<file path="src/rtl/seq_mgr_pkg.sv">
package seq_mgr_pkg;
  // Clamp a requested replay length into 1..hi.
  function automatic int unsigned sm_clamp(input int unsigned v, input int unsigned hi);
    if (v == 0) return 1;
    if (v > hi) return hi;
    return v;
  endfunction
endpackage

</file>
<file path="src/rtl/seq_len_reg.sv">
module seq_len_reg #(
  parameter int DEPTH = 16,
  localparam int LEN_W = $clog2(DEPTH + 1)
) (
  input  logic             clk,
  input  logic             rst_n,
  input  logic             len_set,
  input  logic [LEN_W-1:0] len_val,
  output logic [LEN_W-1:0] len_o
);
  import seq_mgr_pkg::*;

  logic [LEN_W-1:0] len_q, len_d;

  always_comb begin
    len_d = len_q;
    if (len_set) len_d = LEN_W'(sm_clamp(int'(len_val), DEPTH));
  end

  always_ff @(posedge clk or negedge rst_n) begin
    if (!rst_n) len_q <= LEN_W'(DEPTH);
    else        len_q <= len_d;
  end

  assign len_o = len_q;

  a_r3_len_range: assert property (@(posedge clk) disable iff (!rst_n)
    (len_q >= LEN_W'(1)) && (len_q <= LEN_W'(DEPTH)));
endmodule

</file>
<file path="src/rtl/seq_next_buf.sv">
module seq_next_buf #(
  parameter int DEPTH = 16,
  parameter int IDX_W = 4,
  localparam int PTR_W = $clog2(DEPTH)
) (
  input  logic                        clk,
  input  logic                        rst_n,
  input  logic                        load_en,
  input  logic [IDX_W-1:0]            load_idx,
  input  logic                        swap,
  output logic [DEPTH-1:0][IDX_W-1:0] buf_o,
  output logic                        ready_o
);
  logic [DEPTH-1:0][IDX_W-1:0] buf_q, buf_d;
  logic [PTR_W-1:0]            wp_q, wp_d, wp_base;
  logic                        rdy_q, rdy_d;

  always_comb begin
    wp_base = swap ? '0 : wp_q;
    buf_d   = buf_q;
    wp_d    = wp_base;
    rdy_d   = rdy_q & ~swap;
    if (load_en) begin
      buf_d[wp_base] = load_idx;
      wp_d  = (wp_base == PTR_W'(DEPTH - 1)) ? '0 : wp_base + PTR_W'(1);
      rdy_d = 1'b1;
    end
  end

  always_ff @(posedge clk or negedge rst_n) begin
    if (!rst_n) begin
      buf_q <= '0;
      wp_q  <= '0;
      rdy_q <= 1'b0;
    end else begin
      buf_q <= buf_d;
      wp_q  <= wp_d;
      rdy_q <= rdy_d;
    end
  end

  assign buf_o   = buf_q;
  assign ready_o = rdy_q;

  a_r2_ready_sets: assert property (@(posedge clk) disable iff (!rst_n)
    load_en |=> ready_o);
  a_r6_ready_clears: assert property (@(posedge clk) disable iff (!rst_n)
    (swap && !load_en) |=> !ready_o);
  a_r10_commit_load_slot: assert property (@(posedge clk) disable iff (!rst_n)
    (swap && load_en) |=> (buf_q[0] == $past(load_idx)));
endmodule

</file>
<file path="src/rtl/seq_playback.sv">
module seq_playback #(
  parameter int DEPTH = 16,
  parameter int IDX_W = 4,
  localparam int PTR_W = $clog2(DEPTH),
  localparam int LEN_W = $clog2(DEPTH + 1)
) (
  input  logic                        clk,
  input  logic                        rst_n,
  input  logic                        start,
  input  logic                        ready,
  input  logic [DEPTH-1:0][IDX_W-1:0] nxt_buf,
  input  logic [LEN_W-1:0]            len,
  output logic                        swap,
  output logic [IDX_W-1:0]            rd_idx,
  output logic                        playing
);
  logic [DEPTH-1:0][IDX_W-1:0] cur_q, cur_d;
  logic [PTR_W-1:0]            rp_q, rp_d;
  logic [LEN_W-1:0]            plen_q, plen_d;
  logic                        play_q, play_d;
  logic                        pend_q, pend_d;
  logic                        last;

  always_comb begin
    last   = play_q && (LEN_W'(rp_q) == plen_q - LEN_W'(1));
    swap   = ready && (start || pend_q) && (!play_q || last);
    cur_d  = cur_q;
    plen_d = plen_q;
    play_d = play_q;
    rp_d   = rp_q;
    pend_d = pend_q || (start && ready);
    if (swap) begin
      cur_d  = nxt_buf;
      plen_d = len;
      play_d = 1'b1;
      rp_d   = '0;
      pend_d = 1'b0;
    end else if (play_q) begin
      if (last) play_d = 1'b0;
      else      rp_d   = rp_q + PTR_W'(1);
    end
  end

  always_ff @(posedge clk or negedge rst_n) begin
    if (!rst_n) begin
      cur_q  <= '0;
      rp_q   <= '0;
      plen_q <= LEN_W'(1);
      play_q <= 1'b0;
      pend_q <= 1'b0;
    end else begin
      cur_q  <= cur_d;
      rp_q   <= rp_d;
      plen_q <= plen_d;
      play_q <= play_d;
      pend_q <= pend_d;
    end
  end

  assign rd_idx  = cur_q[rp_q];
  assign playing = play_q;

  a_r4_ptr_in_range: assert property (@(posedge clk) disable iff (!rst_n)
    play_q |-> (LEN_W'(rp_q) < plen_q));
  a_r5_needs_ready: assert property (@(posedge clk) disable iff (!rst_n)
    $rose(play_q) |-> $past(ready));
  a_r7_no_gap: assert property (@(posedge clk) disable iff (!rst_n)
    (last && pend_q) |=> (play_q && rp_q == '0));
  a_r8_stops_after_last: assert property (@(posedge clk) disable iff (!rst_n)
    (last && !swap) |=> !play_q);
endmodule

</file>
<file path="src/rtl/seq_replay_mgr.sv">
module seq_replay_mgr #(
  parameter int DEPTH = 16,
  parameter int IDX_W = 4,
  localparam int LEN_W = $clog2(DEPTH + 1)
) (
  input  logic             clk,
  input  logic             rst_n,
  input  logic             load_en,
  input  logic [IDX_W-1:0] load_idx,
  input  logic             len_set,
  input  logic [LEN_W-1:0] len_val,
  input  logic             start,
  output logic [IDX_W-1:0] rd_idx,
  output logic             rd_valid,
  output logic             busy,
  output logic             next_ready
);
  logic [DEPTH-1:0][IDX_W-1:0] shadow;
  logic [LEN_W-1:0]            len_cur;
  logic                        swap, ready, playing;

  seq_len_reg #(.DEPTH(DEPTH)) u_len (
    .clk(clk), .rst_n(rst_n), .len_set(len_set), .len_val(len_val), .len_o(len_cur)
  );

  seq_next_buf #(.DEPTH(DEPTH), .IDX_W(IDX_W)) u_next (
    .clk(clk), .rst_n(rst_n), .load_en(load_en), .load_idx(load_idx),
    .swap(swap), .buf_o(shadow), .ready_o(ready)
  );

  seq_playback #(.DEPTH(DEPTH), .IDX_W(IDX_W)) u_play (
    .clk(clk), .rst_n(rst_n), .start(start), .ready(ready), .nxt_buf(shadow),
    .len(len_cur), .swap(swap), .rd_idx(rd_idx), .playing(playing)
  );

  assign rd_valid   = playing;
  assign busy       = playing;
  assign next_ready = ready;

  a_r1_idle_after_reset: assert property (@(posedge clk) disable iff (!rst_n)
    $rose(rst_n) |-> (!busy && !next_ready));
endmodule

</file>
<file path="config.mk">
export PLATFORM = sky130hd
export DESIGN_NAME = seq_replay_mgr
export DESIGN_NICKNAME = d
export VERILOG_FILES = /design/src/rtl/seq_mgr_pkg.sv /design/src/rtl/seq_len_reg.sv /design/src/rtl/seq_next_buf.sv /design/src/rtl/seq_playback.sv /design/src/rtl/seq_replay_mgr.sv
export SDC_FILE = /design/constraint.sdc
export NUM_CORES = 1
export LEC_CHECK = 0
export ABC_AREA = 0
export BUFFER_PORTS_ARGS = -buffer_cell sky130_fd_sc_hd__buf_2
export CAP_MARGIN = 40
export CORE_ASPECT_RATIO = 1.75
export CORE_MARGIN = 4
export CORE_UTILIZATION = 40
export CTS_BUF_LIST = sky130_fd_sc_hd__clkbuf_8
export DETAILED_ROUTE_END_ITERATION = 10
export SLEW_MARGIN = 10
export SYNTH_ARGS = -nofsm -noshare
export SYNTH_HDL_FRONTEND = slang
export SYNTH_SLANG_ARGS = --single-unit
export TNS_END_PERCENT = 20
</file>
<file path="constraint.sdc">
create_clock -name clk -period 5.6 [get_ports clk]
set_input_delay 1.12 -clock clk [delete_from_list [all_inputs] [get_ports clk]]
set_output_delay 1.12 -clock clk [all_outputs]
set_load 0.05 [all_outputs]
</file>
**Word-level counts from Yosys, hierarchy flattened**

Index checks and enable logic that the tools add are counted.
Widths: inputs -> output; s select.

- Register bits after elaboration: 149
- Output and inout port bits: 7
- Input bits: 14
- Word-level logic and storage cells: 88

- Reductions and logical operators: 12
- Bitwise gates (word level): 2
- Eq/ne operators: 3
- Order comparisons: 4
- Add/sub/neg operators: 3
- Multiplexer cells: 25

Operator list:

| kind | number |
|---|---|
| $bwmux 64 | 1 |
| $mux 4 | 8 |
| $bmux 4 s4 | 1 |
| $demux 4 s4 | 1 |
| $mux 5 | 3 |
| $mux 1 | 11 |
| $lt 4x5->1 const B | 2 |
| $add 4x1->4 const B | 2 |
| $eq 4x5->1 | 1 |
| $gt 5x5->1 const B | 1 |
| $logic_and 1x1->1 | 5 |
| $logic_not 5->1 | 1 |
| $sub 5x1->5 const B | 1 |
| $eq 4x4->1 const B | 1 |
| $ge 4x1->1 const B | 1 |
| $logic_or 1x1->1 | 3 |
| $ne 2x2->1 const B | 1 |
| $reduce_and 2->1 | 1 |
| $reduce_bool 2->1 | 1 |
| $and 1x1->1 | 1 |
| $logic_not 1->1 | 1 |
| $not 1->1 | 1 |

**Logic depth before layout (Yosys ltp)**

Gate-level depths: netlist of run 1.

- Depth in word-level cells: 11
- Mapped depth: 13
- Depth with buffers taken out: 12

**Hierarchy**

From an unflattened synthesis of run 1, not the netlist that was laid out.

- Cells, all modules: 416
- Area total of the unflattened synthesis: 6949.2 um^2

By module, submodules not included:

| module | area each (um^2) | cells an instance | sequential area each (um^2) | times used |
|---|---|---|---|---|
| seq_playback | 3819.9 | 209 | 1878.1 | 1 |
| seq_next_buf | 2892.8 | 185 | 1726.7 | 1 |
| seq_len_reg | 229.0 | 21 | 126.4 | 1 |
| seq_replay_mgr | 7.5 | 1 | 0.0 | 1 |

**Worst setup path before layout of run 1**

OpenSTA, ideal clock, no wires.

- Path type: input to register
- From: input start
- To: register u_next.buf_q (netlist bit u_next.buf_o[28])
- Data required time: 5.475 ns
- Data arrival time: 3.453 ns
- Buffers on the path: 1
- Stages on the path: 9
- Slack: 2.022 ns
- Setup time: 0.125 ns
- Cells stage by stage: o21ai_1 > nor3_1 > nand2_2 > clkbuf_1 > and2_1 > ha_1 > o311a_1 > o21ai_1 > mux2_2

- Longest elaborated chain between the ends: 9
- Elaborated cells between the ends (all ways): 10
- Those cells by class: order compare (2); mux (4); reduce/logical (4)

RTL lines:

| element | line | text |
|---|---|---|
| start: declaration | seq_replay_mgr.sv:12 | `input logic start,` |
| $logic_or 1x1->1 * | seq_playback.sv:26 | `swap = ready && (start \|\| pend_q) && (!play_q \|\| last);` |
| $logic_and 1x1->1 * (2 in series) | seq_playback.sv:26 |  |
| $mux 4 * | seq_next_buf.sv:19 | `wp_base = swap ? '0 : wp_q;` |
| $lt 4x5->1 (not written as such) or $ge 4x1->1 (tied branches) | seq_next_buf.sv:24 | `buf_d[wp_base] = load_idx;` |
| $logic_and 1x1->1 (not written as such) | seq_next_buf.sv:24 |  |
| $mux 4 (not written as such) | seq_next_buf.sv:24 |  |
| $demux 4 s4 * | n/a |  |
| $bwmux 64 * | seq_next_buf.sv:24 |  |
| end signal: assignment | seq_next_buf.sv:36 | `buf_q <= buf_d;` |
| end: declaration | seq_next_buf.sv:14 | `logic [DEPTH-1:0][IDX_W-1:0] buf_q, buf_d;` |

Every way passes the cells marked *; elsewhere a longest branch is shown, timed or not.
A chain may end at the register's enable or synchronous reset.

**Final worst setup path of run 1**

- From: register u_play.rp_q[1]
- To: output rd_idx[2]

- Longest elaborated chain between the ends: 2

RTL lines:

| element | line | text |
|---|---|---|
| start: declaration | seq_playback.sv:18 | `logic [PTR_W-1:0] rp_q, rp_d;` |
| start signal: assignment | seq_playback.sv:53 | `rp_q <= rp_d;` |
| $bmux 4 s4 | seq_playback.sv:60 | `assign rd_idx = cur_q[rp_q];` |
| $mux 4 (not written as such) | seq_playback.sv:60 |  |
| end: declaration | seq_replay_mgr.sv:13 | `output logic [IDX_W-1:0] rd_idx,` |

Every way passes these cells. The select of a mux whose other input is x is not followed.

==> results of run 1 <==
synthesized netlist by cell type, types with 5 or more instances:
library cell / number
buf_2: 9
o21ai_0: 17
nand3_1: 10
dfrtp_1: 147
inv_1: 10
a21oi_1: 11
buf_1: 5
mux4_2: 8
mux2i_1: 18
nand2_1: 13
clkbuf_1: 8
nor2_1: 6
xnor2_1: 6
mux2_2: 106
a221oi_1: 8
nor3_1: 5
o211ai_1: 6
mux2_1: 26
ha_1: 6
report_power, final:
part           total, mW  switching [mW]  leakage, nW  internal (mW)
Sequential          1.84           0.300         1.88           1.54
Combinational       1.80           0.970         1.24          0.831
Clock              0.880           0.421        0.211          0.458
metal layers:
metal,up-vias,part of all wire [%]
met2,92,54
met5,-,0
met3,26,3.2
met1,2079,39
li1,1795,-
met4,0,3.5
path summary, 6_finish.rpt:
kind | startpoint | end | slack, ns
hold / removal | u_next.buf_o[61] | u_play.cur_q[61] | 0.48
setup / recovery | u_play.rp_q[1] | rd_idx[2] | 1.70
max in group asynchronous | rst_n | u_next.buf_o[13] | 3.85
min in group asynchronous | rst_n | u_play.cur_q[51] | 0.53
hold reg to reg | u_next.buf_o[61] | u_play.cur_q[61] | 0.48
setup reg to reg | u_play.plen_q[1] | u_next.buf_o[31] | 1.74
flip-flops by register name (all words and copies together), names as in the netlist:
signal / count
u_len.len_o: 5
u_next.wp_q: 4
u_play.plen_q: 5
u_play.pend_q: 1
u_play.rp_q: 4
u_play.cur_q: 64
u_next.buf_o: 64
u_next.ready_o: 1
u_play.playing: 1
worst register-to-register path, delay by kind of cell, from the launching register on:
family | cells | cell delay [ns]
AO/OA/AOI/OAI | 5 | 1.81
adder cells (fa/ha/maj) | 2 | 0.53
buffers and inverters | 2 | 0.23
flip-flops | 1 | 0.40
multiplexers | 1 | 0.40
AND/OR/NAND/NOR | 1 | 0.37
final cells by class:
class	count	share of cell area, %
sequential	149	50.2
multi-input combinational	294	37.7
tap	224	3.77
clock buffer	18	3.33
clock inverter	14	2.35
timing repair buffer	25	2.20
inverter	10	0.504
cell usage in the layout, fill, tap and decap left out, types with 4 or more instances in the layout:
cell,count
mux2_1,26
nor3_1,5
mux4_2,8
o21ai_1,4
clkbuf_8,18
xnor2_1,6
inv_1,12
a21oi_1,11
a221oi_1,8
o211ai_1,6
buf_2,19
inv_6,4
buf_4,4
a22oi_1,4
mux2i_1,18
nand2_1,13
nand3_1,10
o21ai_0,17
mux2_2,106
dfrtp_1,146
ha_1,6
nor2_1,6
kinds of logic (layout without fill, tap and decap cells):
group	count (synthesis)	count (layout)	synth area share [%]
AOI/OAI and AO/OA	73	73	8.48
xor gates and xnor gates	7	7	0.917
DFF	149	149	55.8
and+or+nand+nor	50	50	3.82
adders and majority gates	6	6	1.12
muxes	158	158	27.6
buffers and inverters	34	67	2.25
==> impl_metrics.py, run 1 <==
metrics = {
    "floorplanning": {
        "ioPinCount": 21,
        "fp.dieArea_um2": 18900,
        "rows": 62,
        "dieWidth_um": 106,
        "die_y_um": 179,
        "start_util_pct": 40.7,
        "coreArea_um2": 16400,
    },
    "synthesis": {
        "yosys.area.top_type": "dfrtp_1",
        "synth-edff-count": 0,
        "synth_cell_type_count": 48,
        "ys_seq_area_share_pct": 55.8,
        "synthArstFlopShare_pct": 100,
        "synth_top_area_share_pct": 55.0,
        "synthTopCellsByArea": "dfrtp_1 55%, mux2_2 18%, mux2_1 4.4%",
        "syn_avg_cell_area_um2": 14.0,
        "synth_cells": 477,
        "syn-num-nets": 497,
        "yosysWarnings": 0,
        "synth_area_um2": 6690,
        "synthFlopType": "dfrtp_1",
        "ys_seq_elements": 149,
    },
    "worst_setup_path": {
        "crit_path_end_kind": "output port",
        "cp.depth": 5,
        "cp_data_arrival_time_ns": 2.78,
        "slowest_delay_ns": 0.82,
        "cp_slowest_cell": "dfrtp_1",
        "reg2regPathDepth": 11,
        "crit_path_start_kind": "register",
        "required_ns": 4.48,
        "crit_path_max_fanout": 13,
        "path_cells": "nor2_1 > a221oi_1 > o21a_1 > a221o_1 > buf_2",
        "critPathKind": "reg2out",
        "critPathBufInv": 1,
        "critical-path-top-delay-family": "compound AO/OA/AOI/OAI gates",
    },
    "power": {
        "ir_drop_v": 0.000182,
        "p_leak_nw": 3.33,
        "power_mw": 4.52,
        "pwr_density_cell_nw_per_um2": 607,
    },
    "global_routing": {
        "grt_pass1_wl_um": 23400,
        "grt_util_all_layers_pct": 16.3,
        "grt_pass1_vias": 4197,
        "grt_busiest_layer": "met2",
        "met3_usage_pct": 3.03,
        "grt_max_degree": 89,
        "antenna_found_initial": 0,
        "grt_use_met2_pct": 29.4,
        "overflow": 0,
        "use_met1_pct": 18.2,
    },
    "sta": {
        "clock_skew_ns": 0.0113,
        "timing.fmax_ghz": 0.257,
        "min_period_ns": 3.90,
        "fin_ws_ns": 1.70,
        "period_share_pct": 69.6,
        "fin_setup_tns_ns": 0,
        "final-setup-viol-count": 0,
        "rsz0062_at_grt": "no",
        "whs_ns": 0.482,
        "worst_pin_slew_ns": 0.773,
        "relSlewSlack_pct": 48.1,
        "maxSlewViolCount": 0,
        "finalHoldViolCount": 0,
    },
    "cells_and_area": {
        "drive_gt1_share_pct": 35.5,
        "stdcell_count": 734,
        "utilization_pct": 45.3,
        "multi_input_area_um2": 2810,
        "antenna_cells": 0,
        "regArea_um2": 3730,
        "fill_cells": 1511,
        "fin_area_um2": 7440,
        "nets": 517,
        "area_growth_pct": 11.3,
    },
    "clock_network": {
        "post_cts_buffers": 0,
        "clk_latency_ns": 0.44,
        "cts_tree": "built",
        "cts-hold-fix-buffers": 0,
        "cts_num_sinks": 149,
        "cts_root_buffer": "clkbuf_8",
        "cts_buffers": 17,
        "path_clk_slew_ns": 0.08,
        "htree_levels": 4,
        "cts.path.max_buffers": 2,
        "cts_resized": 0,
    },
    "routing": {
        "wl_per_cell_um": 19.6,
        "drc_errors": 0,
        "drt_iter0_markers": 297,
        "final_antenna_net_count": 0,
        "num_vias": 3992,
        "dr.pass1.iters": 4,
        "avgViaCountPerCell": 5.44,
        "wl_um": 14400,
    },
    "run": {
        "cap_viol_max_count": 0,
    },
    "place": {
        "dpl-instance-area_um2": 7020,
        "io_buffers": 20,
        "globalplace.congestion": 0.875,
        "dp_cells": 702,
        "hpwl_um": 10000,
        "dp_slack_ns": 1.46,
    },
    "hold_path": {
        "hp-class": "reg2reg",
        "hold_depth": 1,
    },
    "status": {
        "outcome": "finished, final reports clean",
    },
}
Power figures use the tool's default switching activity.
==> run 2: changes to the inputs <==
- ABC_AREA: 0 -> 1
- clock period: 5.6 -> 3.8 ns (I/O delays scaled with it)
==> run 2 against run 1 <==
Against the previous run: clock skew is 0.0042 ns higher; non-clock buffer count is 10 higher; largest power group unchanged; final cell count is 43% higher; largest cell class unchanged; worst setup slack worse by 1.2 ns.
==> impl_metrics.py, run 2 <==
metrics = {
    "worst_setup_path": {
        "cp-startpoint": "u_play.rp_q[1]",
        "reg2regPathDepth": 17,
        "critPathBufInv": 3,
        "crit_end": "rd_idx[0]",
        "crit_path_start_kind": "register",
        "reg2reg_from": "u_play.plen_q[0]",
        "cp.depth": 7,
        "crit_path_max_fanout": 18,
        "rr_endpoint": "u_next.buf_o[12]",
        "cp_data_arrival_time_ns": 2.52,
        "slowest_delay_ns": 0.63,
        "cp_slowest_cell": "dfrtp_1",
        "crit_path_end_kind": "output port",
        "critPathKind": "reg2out",
        "critical-path-top-delay-family": "compound AO/OA/AOI/OAI gates",
        "path_cells": "inv_1 > buf_4 > o21ai_0 > o22ai_1 > o21ai_0 > o22ai_1 > buf_2",
        "required_ns": 3.04,
        "regToRegSetupSlack_ns": 0.72,
    },
    "synthesis": {
        "synth_cells": 804,
        "synthTopCellsByArea": "dfrtp_1 55%, nand2_1 19%, o21ai_0 4.7%",
        "synth_cell_type_count": 31,
        "synth.top_cells.by_count": "338 x nand2_1, 147 x dfrtp_1, 63 x o21ai_0",
        "synth-edff-count": 0,
        "synth_area_um2": 6750,
        "synthFlopType": "dfrtp_1",
        "synthArstFlopShare_pct": 100,
        "yosys.area.top_type": "dfrtp_1",
        "syn_avg_cell_area_um2": 8.39,
        "synth.most_common_cell": "nand2_1",
        "ys_seq_area_share_pct": 55.3,
        "yosysWarnings": 0,
        "syn-num-nets": 824,
        "ys_seq_elements": 149,
        "synth_top_area_share_pct": 54.5,
    },
    "clock_network": {
        "path_clk_slew_ns": 0.10,
        "cts_tree": "built",
        "cts_resized": 0,
        "cts.path.max_buffers": 2,
        "cts_root_buffer": "clkbuf_8",
        "clk_latency_ns": 0.44,
        "cts_num_sinks": 149,
        "htree_levels": 4,
        "post_cts_buffers": 0,
        "cts_buffers": 17,
        "cts-hold-fix-buffers": 0,
    },
    "status": {
        "outcome": "finished, final reports clean",
    },
    "floorplanning": {
        "fp.dieArea_um2": 19100,
        "coreArea_um2": 16500,
        "rows": 62,
        "dieWidth_um": 106,
        "ioPinCount": 21,
        "die_y_um": 180,
        "start_util_pct": 40.8,
    },
    "routing": {
        "dr.pass1.iters": 4,
        "avgViaCountPerCell": 4.97,
        "num_vias": 5224,
        "wl_um": 16300,
        "final_antenna_net_count": 0,
        "drt_iter0_markers": 309,
        "drc_errors": 0,
        "wl_per_cell_um": 15.5,
    },
    "cells_and_area": {
        "final_common_cell": "nand2_1",
        "regArea_um2": 3730,
        "drive_gt1_share_pct": 11.6,
        "nets": 835,
        "multi_input_area_um2": 2590,
        "fill_cells": 1662,
        "fin_area_um2": 7330,
        "layout_common_cells": "338 x nand2_1, 147 x dfrtp_1, 63 x o21ai_0, 54 x nand3_1, 46 x nor2_1",
        "antenna_cells": 0,
        "area_growth_pct": 8.72,
        "stdcell_count": 1052,
    },
    "hold_path": {
        "hp-class": "in2async",
    },
    "power": {
        "p_leak_nw": 3.91,
        "p_sw_share_pct": 34.3,
        "p_clk_share_pct": 28.3,
        "ir_drop_v": 0.000260,
        "p_int_mw": 2.64,
        "p_seq_share_pct": 53.0,
        "pwr-share-comb_pct": 18.7,
        "pwr_density_cell_nw_per_um2": 549,
        "switching_power_mw": 1.38,
    },
    "sta": {
        "final-setup-viol-count": 0,
        "fin_setup_tns_ns": 0,
        "worst_pin_slew_ns": 0.803,
        "min_period_ns": 3.28,
        "relSlewSlack_pct": 46.5,
        "rsz0062_at_grt": "no",
        "maxSlewViolCount": 0,
        "period_share_pct": 86.2,
        "fin_ws_ns": 0.523,
        "clock_skew_ns": 0.0155,
        "finalHoldViolCount": 0,
        "timing.fmax_ghz": 0.305,
    },
    "place": {
        "dp_slack_ns": 0.548,
        "globalplace.congestion": 0.787,
        "dp_cells": 1020,
        "hpwl_um": 10600,
        "dpl-instance-area_um2": 6970,
        "io_buffers": 20,
    },
    "global_routing": {
        "grt_util_all_layers_pct": 18.1,
        "overflow": 0,
        "grt_max_degree": 74,
        "grt_pass1_wl_um": 27500,
        "antenna_found_initial": 0,
        "grt_pass1_vias": 5249,
    },
    "run": {
        "cap_viol_max_count": 0,
    },
}
run 2: changes by cell type after synthesis, moves of 8 or more:
cell	delta
nand2_2	+8
inv_1	+26
mux4_2	-8
o22ai_1	+20
buf_6	+8
nand2_1	+325
o21ai_0	+46
nor2_1	+40
a221oi_1	-8
clkbuf_1	+14
mux2_1	-26
nand3_1	+44
mux2_2	-106
mux2i_1	-18
run 2: per-stage QoR:
stage / utilization [%] / power (mW) / hold WS, ns
floorplan: - / 2.69 / 0.442
global placement: 42.2 / 2.91 / 0.453
detailed placement: 42.2 / 2.93 / 0.454
CTS: 44.4 / 4.07 / 0.345
global route: 44.4 / 4.30 / 0.342
finish: 44.4 / 4.03 / 0.321
run 2: worst min path at each step:
stage                                start                to  cells past startpoint  slack (ns)
after floorplan           u_next.buf_o[16]  u_next.buf_o[16]                      2        0.44
after global placement    u_next.buf_o[25]  u_play.cur_q[25]                      2        0.45
after detailed placement  u_next.buf_o[25]  u_play.cur_q[25]                      2        0.45
after CTS                            rst_n  u_next.buf_o[37]                      1        0.34
after global routing                 rst_n  u_next.buf_o[37]                      1        0.34
final                                rst_n  u_next.buf_o[37]                      1        0.32
run 2: logic make-up (layout without fill, tap and decap cells):
kind of cell    after synthesis  in the layout  share of synthesized area, %
compound gates               98             98                          7.99
xor+xnor                      2              2                         0.260
fa+ha+maj                     6              6                          1.11
buf+inv                      82            106                          6.34
flops                       149            149                          55.3
simple gates                467            467                          29.0
run 2: final cells by class:
type | instances | share of cell area [%]
clock buffer | 18 | 3.38
clock inverter | 14 | 1.60
inverter | 39 | 2.06
multi-input combinational | 573 | 35.3
sequential | 149 | 50.9
tap | 224 | 3.82
timing repair buffer | 35 | 2.99
run 2: metal layers:
layer | wire, um | vias to the layer above | track usage, %
met2 | 8360 | 111 | 30.6
met1 | 7000 | 2503 | 23.0
li1 | - | 2585 | -
met3 | 565 | 25 | 2.84
met5 | 0 | - | 0
met4 | 369 | 0 | 7.37
run 2: power by group through the flow:
| stage | clock [mW] | combinational (mW) | sequential [mW] |
|---|---|---|---|
| global route | 1.25 | 0.885 | 2.17 |
| global placement | 0 | 0.750 | 2.16 |
| finish | 1.14 | 0.752 | 2.13 |
| detailed placement | 0 | 0.765 | 2.16 |
| CTS | 1.17 | 0.767 | 2.13 |
| floorplan | 0 | 0.596 | 2.10 |
